$ cat src/rtl/idx_port_pkg.sv
package idx_port_pkg;
    localparam int IDX_W    = 8;
    localparam int DATA_W   = 8;
    localparam int REG_BITS = 6;
    localparam int SOCK_BITS = IDX_W - REG_BITS;

    typedef struct packed {
        logic [IDX_W-1:0] idx;
    } idx_state_t;
endpackage

$ cat src/rtl/idx_reg.sv
module idx_reg
    import idx_port_pkg::*;
(
    input  logic             clk,
    input  logic             rst_n,
    input  logic             load,
    input  logic [IDX_W-1:0] wdata,
    output logic [IDX_W-1:0] idx_q
);
    idx_state_t st_d, st_q;

    always_comb begin
        st_d = st_q;
        if (load) begin
            st_d.idx = wdata;
        end
    end

    always_ff @(posedge clk) begin
        if (!rst_n) begin
            st_q <= '0;
        end else begin
            st_q <= st_d;
        end
    end

    assign idx_q = st_q.idx;
endmodule

$ cat src/rtl/idx_decode.sv
module idx_decode
    import idx_port_pkg::*;
#(
    parameter int NUM_SOCKETS = 4
) (
    input  logic [IDX_W-1:0]     idx,
    input  logic                 host_addr,
    input  logic                 host_wr,
    input  logic                 host_rd,
    output logic [SOCK_BITS-1:0] sel,
    output logic                 sel_valid,
    output logic [REG_BITS-1:0]  reg_addr,
    output logic [NUM_SOCKETS-1:0] wr_en,
    output logic [NUM_SOCKETS-1:0] rd_en
);
    logic data_wr, data_rd;

    assign sel       = idx[IDX_W-1 -: SOCK_BITS];
    assign reg_addr  = idx[REG_BITS-1:0];
    assign sel_valid = (int'(sel) < NUM_SOCKETS);
    assign data_wr   = host_addr & host_wr & sel_valid;
    assign data_rd   = host_addr & host_rd & sel_valid;

    for (genvar s = 0; s < NUM_SOCKETS; s++) begin : g_strobe
        assign wr_en[s] = data_wr & (sel == SOCK_BITS'(s));
        assign rd_en[s] = data_rd & (sel == SOCK_BITS'(s));
    end
endmodule

$ cat src/rtl/rdata_mux.sv
module rdata_mux
    import idx_port_pkg::*;
#(
    parameter int NUM_SOCKETS = 4
) (
    input  logic                          host_addr,
    input  logic [IDX_W-1:0]              idx,
    input  logic [SOCK_BITS-1:0]          sel,
    input  logic                          sel_valid,
    input  logic [NUM_SOCKETS*DATA_W-1:0] sk_rdata,
    output logic [DATA_W-1:0]             host_rdata
);
    logic [DATA_W-1:0] sock_data;

    always_comb begin
        sock_data = '0;
        for (int s = 0; s < NUM_SOCKETS; s++) begin
            if (sel_valid && sel == SOCK_BITS'(s)) begin
                sock_data = sk_rdata[s*DATA_W +: DATA_W];
            end
        end
    end

    assign host_rdata = host_addr ? sock_data : DATA_W'(idx);
endmodule

$ cat src/rtl/idx_sock_port.sv
module idx_sock_port
    import idx_port_pkg::*;
#(
    parameter int NUM_SOCKETS = 4
) (
    input  logic                          clk,
    input  logic                          rst_n,
    input  logic                          host_addr,
    input  logic                          host_wr,
    input  logic                          host_rd,
    input  logic [7:0]                    host_wdata,
    output logic [7:0]                    host_rdata,
    output logic [5:0]                    sk_reg_addr,
    output logic [7:0]                    sk_wdata,
    output logic [NUM_SOCKETS-1:0]        sk_wr_en,
    output logic [NUM_SOCKETS-1:0]        sk_rd_en,
    input  logic [NUM_SOCKETS*8-1:0]      sk_rdata
);
    logic [IDX_W-1:0]     idx_q;
    logic [SOCK_BITS-1:0] sel;
    logic                 sel_valid;

    idx_reg u_idx (
        .clk   (clk),
        .rst_n (rst_n),
        .load  (host_wr & ~host_addr),
        .wdata (host_wdata),
        .idx_q (idx_q)
    );

    idx_decode #(.NUM_SOCKETS(NUM_SOCKETS)) u_dec (
        .idx       (idx_q),
        .host_addr (host_addr),
        .host_wr   (host_wr),
        .host_rd   (host_rd),
        .sel       (sel),
        .sel_valid (sel_valid),
        .reg_addr  (sk_reg_addr),
        .wr_en     (sk_wr_en),
        .rd_en     (sk_rd_en)
    );

    rdata_mux #(.NUM_SOCKETS(NUM_SOCKETS)) u_mux (
        .host_addr  (host_addr),
        .idx        (idx_q),
        .sel        (sel),
        .sel_valid  (sel_valid),
        .sk_rdata   (sk_rdata),
        .host_rdata (host_rdata)
    );

    assign sk_wdata = host_wdata;
endmodule

$ cat config.mk
export PLATFORM = sky130hd
export DESIGN_NAME = idx_sock_port
export DESIGN_NICKNAME = d
export VERILOG_FILES = /design/src/rtl/idx_port_pkg.sv /design/src/rtl/idx_reg.sv /design/src/rtl/idx_decode.sv /design/src/rtl/rdata_mux.sv /design/src/rtl/idx_sock_port.sv
export SDC_FILE = /design/constraint.sdc
export NUM_CORES = 1
export LEC_CHECK = 0
export ABC_AREA = 1
export BUFFER_PORTS_ARGS = -buffer_cell sky130_fd_sc_hd__buf_2
export CORE_MARGIN = 2
export CORE_UTILIZATION = 41
export CTS_CLUSTER_SIZE = 40
export DETAILED_ROUTE_END_ITERATION = 8
export PLACE_DENSITY = 0.8
export SYNTH_ARGS = -nofsm -noshare
export SYNTH_HDL_FRONTEND = slang
export SYNTH_HIERARCHICAL = 1
export SYNTH_SLANG_ARGS = --single-unit
export TNS_END_PERCENT = 1
$ cat constraint.sdc
create_clock -name clk -period 1.62 [get_ports clk]
set_input_delay 0.324 -clock clk [delete_from_list [all_inputs] [get_ports clk]]
set_output_delay 0.324 -clock clk [all_outputs]
set_load 0.05 [all_outputs]
# Yosys cells after proc, flatten, opt, wreduce, memory -nomap -nowiden
# Index checks and enable logic that the tools add are counted.
[totals]
reg_bits = 8
inputBits = 45
word_cells = 22
[op_classes]
eq_ne = 3
mux = 5
n_bitwise = 12
reduce_logical = 1
[ops]
columns = ["op", "count"]
rows = [
  ["2-to-1 mux 8 bit", 5],
  ["bitwise AND 1 bit", 11],
  ["equality test 2 bit, second input constant", 2],
  ["equality test 2 x 1 -> 1 bit, second input constant", 1],
  ["zero test 2 bit", 1],
  ["inverter 1 bit", 1],
]

# Logic depth before layout (Yosys ltp)
# Gate-level depths: netlist of the first run.
[depth]
depth_word = 6
mapped_depth = 9
depth_no_buf = 7

# By module
# Netlist of the first run, hierarchy kept.
[by_module_without_submodules]
columns = ["mod", "n_inst", "cells_each", "area_per_inst_um2", "seq_area_each_um2"]
rows = [
  ["rdata_mux", 1, 92, 493.0, 0.0],
  ["idx_reg", 1, 51, 356.6, 160.2],
  ["idx_decode", 1, 26, 131.4, 0.0],
  ["idx_sock_port", 1, 10, 70.1, 0.0],
]

# Least setup slack after synthesis of the first run
# OpenSTA, ideal clock, no wires.
[synth_path]
path_type = "reg2out"
from = "register u_idx.st_q, in the netlist u_idx/idx_q[6]"
to = "output host_rdata[7]"
arrival_time_ps = 1343
t_required_ps = 1296
path_slack_ps = -47
path_stages_with_launch = 8
cell_sequence = "dfxtp_1 buf_4 buf_6 nor2_2 nand3_1 nand3_1 nand2_1 nand2_1"
[synth_between]
elab_chain_len = 6
word_cells_on_any_way = 9
cone_classes = "3 x eq/ne; 5 x mux; 1 x reduce/logical"
[synth_rtl]
columns = ["item", "line_no", "source"]
rows = [
  ["from (decl)", "idx_reg.sv:10", "idx_state_t st_d, st_q;"],
  ["from (signal assigned)", "idx_reg.sv:23", "st_q <= st_d;"],
  ["zero test 2 bit", "rdata_mux.sv:18", "if (sel_valid && sel == SOCK_BITS'(s)) begin"],
  ["2-to-1 mux 8 bit (3 in a row)", "rdata_mux.sv:18", ""],
  ["2-to-1 mux 8 bit (*)", "rdata_mux.sv:18", ""],
  ["2-to-1 mux 8 bit (*)", "rdata_mux.sv:24", "assign host_rdata = host_addr ? sock_data : DATA_W'(idx);"],
  ["to (decl)", "idx_sock_port.sv:12", "output logic [7:0] host_rdata,"],
]
# Every way passes the cells marked *; elsewhere a longest branch is shown, timed or not.

# Final worst setup path of the first run
[layout_path]
from = "register u_idx.st_q, in the netlist u_idx/idx_q[6]"
to = "output host_rdata[2]"
# Same word-level chain as after synthesis.

==> impl_metrics.csv, run 1 <==
group,metric,value,unit
run_status,status,"complete, but fails checks",
run_status,violations,"setup timing",
power,p_switching,0.000382,W
detailed_routing,drt-vias-per-instance,4.58,
flow_run,drv_cap,0,
power,pwr-share-seq,26.9,%
worst_setup_path,cp_slowest_cell,"dfxtp_4",
sta,hold_viol_final,0,
die,dieHeight,54.6,um
worst_setup_path,cp_max_fo,8,
placement,dp_hpwl,2090,um
sta,drv_slew,0,
worst_setup_path,crit_top_cell,"nand2_1",
sta,setup_slack,-0.0247,ns
sta,timing.final.crit_period,1.64,ns
final_layout,final_common_cell,"buf_2",
global_routing,overflow,0,
power,p_int,0.000451,W
die,die-width,54.6,um
power,swShare,45.9,%
clock_network,clk_pin_slew,0.05,ns
worst_setup_path,cp.depth,6,
synth,synth-seq-cells,8,
sta,grt_setup_unrepaired,"yes",
clock_network,tritoncts,"done",
final_layout,drive_gt1_share,40.9,%
power,power_per_cell_area,593,mW/mm^2
worst_setup_path,r2r_setup_slack,0.88,ns
synth,ys_warn_count,6,
clock_network,ctsLongestPathBuffers,2,
die,num_rows,18,
worst_setup_path,cpPeakStageDelay,0.37,ns
worst_hold_path,hp-class,"primary input to flip-flop",
placement,place_congestion,0.805,
worst_setup_path,crit_end,"host_rdata[2]",
global_routing,grt_pass1_wl,3880,um
worst_setup_path,crit_chain,"nor2_4 -> nand3_1 -> nand2_1 -> o21ai_1 -> nand2_1 -> buf_6",
die,core,0.00245,mm^2
clock_network,cts-htree-levels,1,
final_layout,post-route-cell-area,0.00141,mm^2
synth,syn_nets,224,
placement,dpl_cell_area,0.00129,mm^2
power,ir_drop,427,uV
worst_setup_path,crit_type,"flip-flop to primary output",
global_routing,busiest_layer,"met2",
clock_network,cts_inserted_buffers,3,
power,p_leak,0.883,nW
detailed_routing,wl,2660,um
final_layout,n_antenna_cell,0,
detailed_routing,vias,1223,
sta,fin_crit_sh,102,%
worst_hold_path,min_from,"rst_n",
global_routing,met1_usage,23.4,%
worst_setup_path,endpoint_kind,"primary output",
worst_setup_path,reg2reg_from,"u_idx/idx_q[6]$_SDFFE_PN0P_",
detailed_routing,ant_nets,0,
detailed_routing,avgRoutedWirePerCell,9.96,um
final_layout,final_nets,284,
final_layout,area_delta_synth_final,33.8,%
worst_setup_path,worst-path-buf-inv,1,
synth,seq_area_frac_synth,15.2,%
worst_setup_path,r2r_end,"u_idx/idx_q[6]$_SDFFE_PN0P_",
die,die_area,0.00298,mm^2
global_routing,grt_max_degree,25,
power,p_comb_share,55.3,%
synth,synth_cells,179,
detailed_routing,first_pass_iters,4,
worst_setup_path,required,1.30,ns
worst_setup_path,worst_path_dominant_cell_family,"simple AND/OR/NAND/NOR gates",
clock_network,clkLatencyLatePin,0.25,ns
detailed_routing,route.detailed.drc,0,
power,power,0.000833,W
synth,netlist_area,0.00105,mm^2
sta,setup_viol,3,
die,start_util,42.8,%
worst_setup_path,reg2reg_depth,3,
global_routing,antenna_found_initial,0,
synth,ys_types,19,
final_layout,largest_reg_flops,8,
placement,port_buffers,74,
clock_network,clock_sinks,8,
global_routing,use_met3,2.46,%
detailed_routing,drt-initial-drc-count,40,
synth,synth.avg_cell_area,5.87,um^2
sta,clock.fmax,608,MHz
final_layout,layout_common_cells,"buf_2, nand2_1, nor2_1",
final_layout,finish.utilization,57.3,%
worst_setup_path,startpoint,"u_idx/idx_q[6]$_SDFFE_PN0P_",
global_routing,grt_use_met2,29.2,%
sta,skew,0,ns
worst_setup_path,cp-start-kind,"flip-flop",
global_routing,first_global_vias,935,
power,p_clk_share,17.8,%
global_routing,grt_usage,17.9,%
clock_network,cts_root_buf,"clkbuf_4",
die,io_pins,75,
worst_setup_path,arrival,1.32,ns
Yosys cell counts:
master | n | area share [%]
inv_4 | 1 | 0.60
nand3_1 | 9 | 4.3
o21ai_1 | 7 | 3.3
buf_4 | 17 | 12
inv_2 | 2 | 0.71
buf_8 | 3 | 4.3
a21oi_1 | 7 | 3.3
nor2_2 | 3 | 1.8
nand2_2 | 2 | 1.2
nand2_4 | 2 | 2.1
o21ai_0 | 1 | 0.48
nand2_1 | 51 | 18
nor2_8 | 1 | 1.9
nand4_1 | 15 | 8.9
inv_1 | 19 | 6.8
nor2_1 | 25 | 8.9
dfxtp_1 | 8 | 15
conb_1 | 1 | 0.36
buf_6 | 5 | 5.4
power by group through the flow:
stage	sequential (W)	combinational [W]	clock [W]
after floorplan	0.000224	0.000349	0
after global placement	0.000226	0.000421	0
after detailed placement	0.000227	0.000421	0
after CTS	0.000224	0.000458	0.000157
after global routing	0.000227	0.000494	0.000163
final	0.000224	0.000461	0.000149
worst register-to-register path, stage by stage (launching register included):
cell and delay (ns):
dfxtp_4 0.37, buf_4 0.15, nor2_1 0.08, nor2_1 0.05
routing by layer:
layer / vias to the layer above / wire [um]
met5: - / 0
met4: 0 / 11
met3: 2 / 231
met2: 48 / 1290
met1: 507 / 1120
li1: 666 / -
kinds of logic after synthesis:
kind of cell	synth area share [%]
AND/OR/NAND/NOR	47.4
AO/OA/AOI/OAI	7.14
buffers and inverters	29.9
other	0.357
flip-flops	15.2
worst min-delay path by stage:
stage                             endpoint  slack, ns  depth (start not counted)
2_1_floorplan  u_idx/idx_q[4]$_SDFFE_PN0P_       0.46                          2
3_3_place_gp   u_idx/idx_q[4]$_SDFFE_PN0P_       0.47                          2
3_5_place_dp   u_idx/idx_q[4]$_SDFFE_PN0P_       0.48                          2
4_1_cts        u_idx/idx_q[7]$_SDFFE_PN0P_       0.35                          3
5_1_grt        u_idx/idx_q[5]$_SDFFE_PN0P_       0.37                          3
6_report       u_idx/idx_q[7]$_SDFFE_PN0P_       0.35                          3
final cells by class:
class                      instances  area (um^2)
multi-input combinational        124          593
tap                               30         37.5
inverter                          22         87.6
clock buffer                       3         22.5
sequential                         8          168
fill                             245         1050
timing repair buffer              80          498
what timing repair did:
| item | in CTS | in global routing |
|---|---|---|
| resized for setup | 27 | 4 |
| hold buffers | 0 | 0 |
| endpoints found under the setup margin | 14 | 11 |
| pin swaps | 6 | 0 |
| buffers inserted | 0 | 0 |
through the flow:
stage	setup TNS, ns	setup slack, ns	instances	hold slack [ns]
2_1_floorplan	-0.210	-0.0300	179	0.463
3_3_place_gp	0	0.0658	264	0.474
3_5_place_dp	0	0.0774	264	0.479
4_1_cts	-0.0756	-0.0389	267	0.350
5_1_grt	-0.707	-0.100	267	0.366
6_report	-0.0451	-0.0247	267	0.355
Note: power is estimated with default switching activity, not from simulation.
==> run 2, diff against run 1 <==
BUFFER_PORTS_ARGS = not set   (was -buffer_cell sky130_fd_sc_hd__buf_2)
CORE_UTILIZATION = 50   (was 41)
CTS_BUF_LIST = sky130_fd_sc_hd__clkbuf_8   (was not set)
DONT_BUFFER_PORTS = 1   (was not set)
PLACE_DENSITY = not set   (was 0.8)
==> impl_metrics.csv, run 2 (synthesis gave the netlist of run 1 again) <==
group,metric,value,unit
run_status,status,"complete, but fails checks",
run_status,violations,"setup timing",
worst_setup_path,worst_path_dominant_cell_family,"simple AND/OR/NAND/NOR gates",
worst_setup_path,required,1.30,ns
clock_network,tritoncts,"done",
detailed_routing,wl,2640,um
die,io_pins,75,
detailed_routing,avgRoutedWirePerCell,12.2,um
final_layout,final_nets,236,
die,die_area,0.00248,mm^2
power,p_leak,0.723,nW
detailed_routing,route.detailed.drc,0,
worst_setup_path,arrival,1.33,ns
sta,clock.fmax,605,MHz
clock_network,ctsLongestPathBuffers,2,
worst_setup_path,startpoint,"u_idx/idx_q[7]$_SDFFE_PN0P_",
final_layout,final_common_cell,"nand2_1",
clock_network,hold_buffers,0,
final_layout,layout_common_cells,"nand2_1, nor2_1, buf_4",
worst_setup_path,cpPeakStageDelay,0.36,ns
worst_setup_path,cp.depth,7,
global_routing,grt_max_degree,25,
worst_setup_path,crit_top_cell,"nand2_1",
global_routing,antenna_found_initial,0,
worst_setup_path,crit_end,"host_rdata[3]",
worst_setup_path,crit_chain,"nor2_4 -> buf_4 -> nand3_1 -> nand2_1 -> o21ai_1 -> nand2_1 -> buf_12",
detailed_routing,ant_nets,0,
sta,grt_setup_unrepaired,"yes",
sta,setup_slack,-0.0334,ns
final_layout,finish.utilization,65.3,%
worst_setup_path,endpoint_kind,"primary output",
worst_setup_path,cp-start-kind,"flip-flop",
flow_run,drv_cap,0,
final_layout,instances_no_fill,216,
power,ir_drop,466,uV
placement,dp.cells,209,
global_routing,grt_usage,20.8,%
global_routing,grt_pass1_wl,4070,um
worst_setup_path,worst-path-buf-inv,2,
detailed_routing,drt-initial-drc-count,46,
detailed_routing,drt-vias-per-instance,5.07,
worst_setup_path,cp_max_fo,4,
clock_network,cts-htree-levels,1,
clock_network,cts_inserted_buffers,3,
die,core,0.00198,mm^2
final_layout,drive_gt1_share,31.2,%
sta,skew,0,ns
sta,drv_slew,0,
clock_network,clock_sinks,8,
placement,port_buffers,0,
placement,dp_hpwl,2030,um
clock_network,clkLatencyLatePin,0.22,ns
clock_network,cts_root_buf,"clkbuf_8",
power,power_per_cell_area,677,mW/mm^2
worst_setup_path,cp_slowest_cell,"dfxtp_4",
die,dieHeight,49.8,um
global_routing,first_global_vias,969,
final_layout,largest_reg_flops,8,
worst_setup_path,reg2reg_depth,3,
final_layout,area_delta_synth_final,23.1,%
placement,place_congestion,0.889,
worst_setup_path,r2r_end,"u_idx/idx_q[6]$_SDFFE_PN0P_",
worst_setup_path,reg2reg_from,"u_idx/idx_q[6]$_SDFFE_PN0P_",
die,num_rows,16,
sta,fin_crit_sh,102,%
die,die-width,49.8,um
global_routing,overflow,0,
sta,timing.final.crit_period,1.65,ns
final_layout,n_antenna_cell,0,
sta,hold_viol_final,0,
worst_setup_path,crit_type,"flip-flop to primary output",
worst_setup_path,r2r_setup_slack,0.84,ns
worst_hold_path,hp-class,"primary input to flip-flop",
clock_network,clk_pin_slew,0.04,ns
sta,setup_viol,6,
die,start_util,53.0,%
detailed_routing,vias,1095,
detailed_routing,first_pass_iters,4,
[run 2: where the power goes]
part	internal, W	switching [W]
clock	0.000160	0.0000724
sequential	0.000210	0.0000125
combinational	0.000155	0.000265
[run 2: what timing repair did]
action,4_1_cts,5_1_grt
gates cloned,0,0
pin swaps,3,14
setup buffers,0,4
gates resized for setup,10,11
setup endpoints to repair,8,8
[run 2: metrics by stage]
stage | worst slack, ns | hold WS [ns] | setup TNS (ns) | power (W) | cell area, um^2
3_5_place_dp | 0.0659 | 0.449 | 0 | 0.000607 | 1140
4_1_cts | -0.0390 | 0.211 | -0.175 | 0.000852 | 1220
2_1_floorplan | -0.0300 | 0.463 | -0.210 | 0.000573 | 1050
3_3_place_gp | 0.115 | 0.448 | 0 | 0.000601 | 1140
5_1_grt | -0.0849 | 0.218 | -0.502 | 0.000919 | 1290
6_report | -0.0334 | 0.215 | -0.105 | 0.000876 | 1290
[run 2: per-layer routing]
layer | vias up | wire length (um) | GRT usage (%)
met5 | - | 0 | 0
met4 | 0 | 16 | 8.33
met3 | 2 | 185 | 3.03
met2 | 59 | 1350 | 37.3
met1 | 467 | 1090 | 24.6
li1 | 567 | - | -
[run 2: how the worst min path moves through the flow]
stage / start / to / cells past startpoint
floorplan: u_idx/idx_q[4]$_SDFFE_PN0P_ / u_idx/idx_q[4]$_SDFFE_PN0P_ / 2
global placement: rst_n / u_idx/idx_q[2]$_SDFFE_PN0P_ / 2
detailed placement: rst_n / u_idx/idx_q[0]$_SDFFE_PN0P_ / 2
CTS: rst_n / u_idx/idx_q[0]$_SDFFE_PN0P_ / 2
global route: rst_n / u_idx/idx_q[2]$_SDFFE_PN0P_ / 2
finish: rst_n / u_idx/idx_q[3]$_SDFFE_PN0P_ / 2
[run 2: layout make-up]
cell class	count	area, um^2
inverters	22	87.6
flip-flops and latches	8	168
repair buffers	32	323
fillers	193	688
clock buffers	3	41.3
well taps	27	33.8
multi-input cells	124	641
